[src/rtl/oled_interp_pkg.sv]
package oled_interp_pkg;

    typedef enum logic [1:0] {M_IDLE, M_DATA, M_CMD} mode_e;

    typedef enum logic [2:0] {
        OP_COL_LO, OP_COL_HI, OP_START, OP_PAGE,
        OP_FLAG, OP_SKIP, OP_NOP, OP_BAD
    } op_e;

    typedef enum logic [1:0] {FL_MIRROR, FL_ALLON, FL_INVERT, FL_ENABLE} flag_e;

    typedef struct packed {
        op_e        op;
        flag_e      flag;
        logic       val;
        logic [3:0] nib;
    } cmd_t;

    typedef struct packed {
        logic mirror;
        logic all_on;
        logic inverse;
        logic enable;
    } flags_t;

    localparam logic [7:0] CTRL_CMD  = 8'h80;
    localparam logic [7:0] CTRL_DATA = 8'h40;
    localparam logic [7:0] READ_VAL  = 8'hFF;

    function automatic cmd_t decode_cmd(input logic [7:0] b);
        cmd_t c;
        c.op   = OP_BAD;
        c.flag = FL_MIRROR;
        c.val  = b[0];
        c.nib  = b[3:0];
        if (b <= 8'h0F)                     c.op = OP_COL_LO;
        else if (b <= 8'h20)                c.op = OP_COL_HI;
        else if (b >= 8'h40 && b <= 8'h7F)  c.op = OP_START;
        else if (b >= 8'hB0 && b <= 8'hBF)  c.op = OP_PAGE;
        else if (b >= 8'hC0 && b <= 8'hC8)  c.op = OP_NOP;
        else begin
            case (b)
                8'hA0, 8'hA1: begin c.op = OP_FLAG; c.flag = FL_MIRROR; end
                8'hA4, 8'hA5: begin c.op = OP_FLAG; c.flag = FL_ALLON;  end
                8'hA6, 8'hA7: begin c.op = OP_FLAG; c.flag = FL_INVERT; end
                8'hAE, 8'hAF: begin c.op = OP_FLAG; c.flag = FL_ENABLE; end
                8'h81, 8'hA8, 8'hAD, 8'hD3, 8'hD5,
                8'hD8, 8'hD9, 8'hDA, 8'hDB: c.op = OP_SKIP;
                8'hE3:                      c.op = OP_NOP;
                default:                    c.op = OP_BAD;
            endcase
        end
        return c;
    endfunction

endpackage

[src/rtl/oled_cmd_decode.sv]
module oled_cmd_decode
    import oled_interp_pkg::*;
(
    input  logic [7:0] byte_in,
    output cmd_t       cmd
);
    always_comb cmd = decode_cmd(byte_in);
endmodule

[src/rtl/oled_mode_fsm.sv]
module oled_mode_fsm
    import oled_interp_pkg::*;
(
    input  logic       clk,
    input  logic       rst,
    input  logic       rx_valid,
    input  logic [7:0] rx_data,
    input  logic       rx_stop,
    input  logic       arm_skip,
    output logic       cmd_fire,
    output logic       data_fire,
    output logic       err_ctrl
);
    mode_e mode_q, mode_d;
    logic  skip_q, skip_d;

    assign cmd_fire  = rx_valid && mode_q == M_CMD && !skip_q;
    assign data_fire = rx_valid && mode_q == M_DATA;

    always_comb begin
        mode_d = mode_q;
        skip_d = skip_q;
        if (rx_valid) begin
            unique case (mode_q)
                M_IDLE: begin
                    if (rx_data == CTRL_CMD)       mode_d = M_CMD;
                    else if (rx_data == CTRL_DATA) mode_d = M_DATA;
                end
                M_DATA: mode_d = M_DATA;
                M_CMD: begin
                    if (skip_q) begin
                        skip_d = 1'b0;        // parameter dropped, still in command handling
                    end else begin
                        mode_d = M_IDLE;
                        skip_d = arm_skip;
                    end
                end
                default: mode_d = M_IDLE;
            endcase
        end
        if (rx_stop) mode_d = M_IDLE;
    end

    always_ff @(posedge clk) begin
        if (rst) begin
            mode_q   <= M_IDLE;
            skip_q   <= 1'b0;
            err_ctrl <= 1'b0;
        end else begin
            mode_q   <= mode_d;
            skip_q   <= skip_d;
            err_ctrl <= rx_valid && mode_q == M_IDLE &&
                        rx_data != CTRL_CMD && rx_data != CTRL_DATA;
        end
    end

    a_r5_cmd_to_idle: assert property (@(posedge clk) disable iff (rst)
        cmd_fire |=> mode_q == M_IDLE);
    a_r4_data_holds: assert property (@(posedge clk) disable iff (rst)
        mode_q == M_DATA && !rx_stop |=> mode_q == M_DATA);
    a_r9_skip_clears: assert property (@(posedge clk) disable iff (rst)
        rx_valid && mode_q == M_CMD && skip_q |=> !skip_q && mode_q == M_CMD || $past(rx_stop));
endmodule

[src/rtl/oled_disp_state.sv]
module oled_disp_state
    import oled_interp_pkg::*;
#(
    parameter int COLS  = 132,
    parameter int PAGES = 8,
    parameter int LINES = 64,
    localparam int PG_W   = $clog2(PAGES),
    localparam int SL_W   = $clog2(LINES),
    localparam int ADDR_W = $clog2(COLS * PAGES)
) (
    input  logic              clk,
    input  logic              rst,
    input  logic              cmd_fire,
    input  cmd_t              cmd,
    input  logic              data_fire,
    input  logic [7:0]        data_in,
    input  logic              redraw_ack,
    output logic              ram_we,
    output logic [ADDR_W-1:0] ram_addr,
    output logic [7:0]        ram_wdata,
    output logic [7:0]        col,
    output logic [PG_W-1:0]   page,
    output logic [SL_W-1:0]   start_line,
    output flags_t            flags,
    output logic              redraw,
    output logic              err_cmd
);
    logic col_ok, do_write;
    assign col_ok   = int'(col) < COLS;
    assign do_write = data_fire && col_ok;

    always_ff @(posedge clk) begin
        if (rst) begin
            col        <= '0;
            page       <= '0;
            start_line <= '0;
            flags      <= '0;
            redraw     <= 1'b1;
            ram_we     <= 1'b0;
            ram_addr   <= '0;
            ram_wdata  <= '0;
            err_cmd    <= 1'b0;
        end else begin
            ram_we  <= do_write;
            err_cmd <= cmd_fire && cmd.op == OP_BAD;
            if (redraw_ack) redraw <= 1'b0;
            if (do_write) begin
                ram_addr  <= ADDR_W'(int'(col) + int'(page) * COLS);
                ram_wdata <= data_in;
                col       <= col + 8'd1;
                redraw    <= 1'b1;
            end
            if (cmd_fire) begin
                unique case (cmd.op)
                    OP_COL_LO: col[3:0]   <= cmd.nib;
                    OP_COL_HI: col[7:4]   <= cmd.nib;
                    OP_START:  start_line <= '0;
                    OP_PAGE:   page       <= cmd.nib[PG_W-1:0];
                    OP_FLAG: begin
                        unique case (cmd.flag)
                            FL_MIRROR: flags.mirror  <= cmd.val;
                            FL_ALLON:  flags.all_on  <= cmd.val;
                            FL_INVERT: flags.inverse <= cmd.val;
                            FL_ENABLE: flags.enable  <= cmd.val;
                            default: ;
                        endcase
                    end
                    default: ;
                endcase
            end
        end
    end

    a_r2_write_advances: assert property (@(posedge clk) disable iff (rst)
        ram_we |-> col == $past(col) + 8'd1);
    a_r2_write_redraw: assert property (@(posedge clk) disable iff (rst)
        ram_we |-> redraw);
    a_r3_addr_in_range: assert property (@(posedge clk) disable iff (rst)
        ram_we |-> int'(ram_addr) < COLS * PAGES);
    a_r3_drop_past_end: assert property (@(posedge clk) disable iff (rst)
        data_fire && !col_ok |=> !ram_we && $stable(col));
    a_r10_err_single: assert property (@(posedge clk) disable iff (rst)
        err_cmd |=> !err_cmd);
endmodule

[src/rtl/oled_byte_interp.sv]
module oled_byte_interp
    import oled_interp_pkg::*;
#(
    parameter int COLS  = 132,
    parameter int PAGES = 8,
    parameter int LINES = 64,
    localparam int PG_W   = $clog2(PAGES),
    localparam int SL_W   = $clog2(LINES),
    localparam int ADDR_W = $clog2(COLS * PAGES)
) (
    input  logic              clk,
    input  logic              rst,
    input  logic              rx_valid,
    input  logic [7:0]        rx_data,
    input  logic              rx_stop,
    input  logic              rd_req,
    output logic [7:0]        rd_data,
    input  logic              redraw_ack,
    output logic              ram_we,
    output logic [ADDR_W-1:0] ram_addr,
    output logic [7:0]        ram_wdata,
    output logic [7:0]        col,
    output logic [PG_W-1:0]   page,
    output logic [SL_W-1:0]   start_line,
    output logic              mirror,
    output logic              all_on,
    output logic              inverse,
    output logic              enable,
    output logic              redraw,
    output logic              err_ctrl,
    output logic              err_cmd
);
    cmd_t   cmd;
    flags_t flags;
    logic   cmd_fire, data_fire;

    assign rd_data = rd_req ? READ_VAL : 8'h00;

    oled_cmd_decode u_dec (
        .byte_in (rx_data),
        .cmd     (cmd)
    );

    oled_mode_fsm u_fsm (
        .clk       (clk),
        .rst       (rst),
        .rx_valid  (rx_valid),
        .rx_data   (rx_data),
        .rx_stop   (rx_stop),
        .arm_skip  (cmd.op == OP_SKIP),
        .cmd_fire  (cmd_fire),
        .data_fire (data_fire),
        .err_ctrl  (err_ctrl)
    );

    oled_disp_state #(.COLS(COLS), .PAGES(PAGES), .LINES(LINES)) u_state (
        .clk        (clk),
        .rst        (rst),
        .cmd_fire   (cmd_fire),
        .cmd        (cmd),
        .data_fire  (data_fire),
        .data_in    (rx_data),
        .redraw_ack (redraw_ack),
        .ram_we     (ram_we),
        .ram_addr   (ram_addr),
        .ram_wdata  (ram_wdata),
        .col        (col),
        .page       (page),
        .start_line (start_line),
        .flags      (flags),
        .redraw     (redraw),
        .err_cmd    (err_cmd)
    );

    assign mirror  = flags.mirror;
    assign all_on  = flags.all_on;
    assign inverse = flags.inverse;
    assign enable  = flags.enable;
endmodule

[config.mk]
export PLATFORM = sky130hd
export DESIGN_NAME = oled_byte_interp
export DESIGN_NICKNAME = d
export VERILOG_FILES = /design/src/rtl/oled_interp_pkg.sv /design/src/rtl/oled_cmd_decode.sv /design/src/rtl/oled_mode_fsm.sv /design/src/rtl/oled_disp_state.sv /design/src/rtl/oled_byte_interp.sv
export SDC_FILE = /design/constraint.sdc
export NUM_CORES = 1
export LEC_CHECK = 0
export BUFFER_PORTS_ARGS = -buffer_cell sky130_fd_sc_hd__buf_2
export CORE_MARGIN = 3
export CORE_UTILIZATION = 50
export DETAILED_ROUTE_END_ITERATION = 12
export HOLD_SLACK_MARGIN = 0.06
export PLACE_DENSITY_LB_ADDON = 0.1
export SLEW_MARGIN = 40
export SYNTH_ARGS = -nofsm -noshare
export SYNTH_HDL_FRONTEND = slang
export SYNTH_HIERARCHICAL = 1
export SYNTH_SLANG_ARGS = --single-unit
[constraint.sdc]
create_clock -name clk -period 5.5 [get_ports clk]
set_input_delay 0 -clock clk [delete_from_list [all_inputs] [get_ports clk]]
set_output_delay 0 -clock clk [all_outputs]
set_load 0.03 [all_outputs]
==> metrics.cfg <==
[detailed_routing]
ant_nets=0
wl_per_cell_um=15.6
drc=0
wl_met2_um=2190
drt-total-wl_um=5310
met1_length_um=2590
highest-signal-layer=met4
dr.first_iter.drc_count=147
firstDrtPassIters=4
dr_wl_met3_um=462
via_count=1960
via_per_inst=5.76

[sta]
fin_crit_sh_pct=44.3
setup_viol=0
layout_min_cycle_time_ps=2440
finClkSkew_ps=5.94
max_slew_margin_pct=51.4
rsz0062_at_grt=false
finalMaxSlewViolations=0
worst_pin_slew_ps=729
fin_ws_ps=3060
tns_ps=0
max_freq_mhz=410
finalHoldViolCount=0

[cts]
htree_levels=2
cts_tree=yes
post_cts_resized=0
path_clk_slew_ps=90
numCtsBuffers=5
cts-root-buf=clkbuf_8
cts_sinks=41
clkLatencyLatePin_ps=300
clockBufferDepth=2

[critical_path]
slowest_delay_ps=710
crit_top_cell=inv_1
cp-startpoint=u_fsm/mode_q[0]
critPathRequiredTime_ps=5750
cp.arrival_ps=2680
critPathLaunchType=flip-flop
cp_cell_sequence=inv_1 -> nor3_2 -> inv_1 -> o32ai_4 -> o2111a_1 -> a221o_1
cp_slowest_cell=o32ai_4
critical_path_class=reg -> reg
endpoint_kind=flip-flop
cp_top_family=compound AO/OA/AOI/OAI gates
cp_max_fo=19
crit_buf_inv=2
rr_startpoint=u_fsm/mode_q[0]

[synth]
ys_warn_count=6
post-synth-top-count-cell=dfxtp_1
async_reset_ff_share_pct=0
ys_seq_area_share_pct=35.5
ys.flop_type=dfxtp_1
synth_cell_types=59
synthTopCellsByArea=dfxtp_1 (35%), buf_4 (6.8%), a22o_1 (6.1%)
yosysTopAreaCell=dfxtp_1
avgSynthCellArea_um2=9.11
synth_edf_count=0
ys_seq_elements=41
ys_top_cells_by_count=dfxtp_1 (41), nor2_1 (25), buf_4 (21)
synth_top_cell_area_share_pct=35.5
syn_inst=254
synth.cell_area_um2=2310

[power_and_ir_drop]
ir_drop_uv=127
powerDensity_nw_per_um2=248
finalPower_mw=0.654
p_leak_nw=1.19

[global_routing]
grt_pass1_vias=1631
antenna_found_initial=0
grt_use_total_pct=19.6
grt_pass1_wl_um=8220
overflow=0
grt_max_degree=26

[placement]
hpwl_um=3680
placed_cells=328
place_ws_ps=2870
portBuffers=50
place_congestion=0.830

[floorplanning]
core_area_um2=4410
fp.dieH_um=74.0
start_util_pct=52.4
design.portCount=66
num_rows=24
die_x_um=74.0
fp.dieArea_um2=5480

[cells_and_area]
diodes=0
area_growth_pct=13.9
drive_gt1_share_pct=24.7
layout.nets=307
fillers=393
utilization_pct=59.8
stdcell_count=340

[run]
drv_cap=0

[hold_path]
hold_path_class=in -> reg
hold_start=rx_data[4]

[run_status]
status=finished clean

where the power goes:
part	internal (mW)	leakage, nW	switching (mW)
sequential	0.298	0.331	0.00123
clock	0.183	0.0687	0.111
combinational	0.0174	0.787	0.0430
total	0.498	1.19	0.156
per-stage QoR:
step	hold slack, ps	cell area, um2
2_1_floorplan	68.9	2330
3_3_place_gp	1.51	2420
3_5_place_dp	1.51	2430
4_1_cts	73.7	2630
5_1_grt	104	2640
6_report	88.2	2640
cells in the final DEF (no fill, tap or decap), types with 4 or more instances in the layout:
cell type,count
conb_1,6
a22o_1,16
xor2_1,7
a31oi_1,9
nor2_1,25
nand2_1,11
mux2i_1,7
nand3_1,8
dfxtp_1,41
nand2b_1,4
a21oi_1,7
xnor2_1,4
inv_1,6
clkbuf_8,5
ha_1,5
nor3_1,5
a211oi_1,5
buf_2,50
o21ai_0,7
flip-flops by register name, summed over array words and instances, names as in the netlist:
register and count:
u_state/redraw 1, u_fsm/mode_q 2, u_state/flags 4, u_state/ram_addr 11, u_state/page 3, u_state/col 8, u_fsm/err_ctrl 1, u_state/ram_we 1
u_state/err_cmd 1, u_state/ram_wdata 8, u_fsm/skip_q 1
area by class of cell:
| class | instances | area [um2] | share of cell area [%] |
|---|---|---|---|
| timing repair buffer | 54 | 308 | 11.7 |
| inverter | 6 | 22.5 | 0.854 |
| clock inverter | 3 | 68.8 | 2.61 |
| multi-input combinational | 179 | 1280 | 48.7 |
| clock buffer | 5 | 68.8 | 2.61 |
| sequential | 41 | 821 | 31.1 |
| tap | 52 | 65.1 | 2.47 |
final timing paths:
path | end | slack, ps | cells after the start
min reg2reg | u_state/ram_wdata[1] | 470 | 1
max reg2reg | u_state/ram_addr[9] | 3060 | 6
max | u_state/ram_addr[9] | 3060 | 6
min | u_state/ram_wdata[4] | 90 | 2
routing by layer:
metal / up-vias / track usage, %
li1: 978 / -
met1: 898 / 29.7
met2: 78 / 27.4
met3: 6 / 4.59
met4: 0 / 6.24
met5: - / 0
cell families (layout without fill, tap and decap cells):
family          count (synthesis)  in the layout  synth area share, %
other cells                     1              6                0.162
fa+ha+maj                       6              6                 3.57
buf+inv                        39             68                 10.9
compound gates                 63             63                 21.3
xor+xnor                       11             11                 4.16
mux                             7              7                 3.03
flops                          41             41                 35.5
simple gates                   86             86                 21.4
timing repair:
item / CTS / global route
endpoints found under the hold margin: 11 / 0
endpoints found under the setup margin: 0 / 0
hold buffers: 4 / 0
setup buffers: 0 / 0
Power figures use the tool's default switching activity.
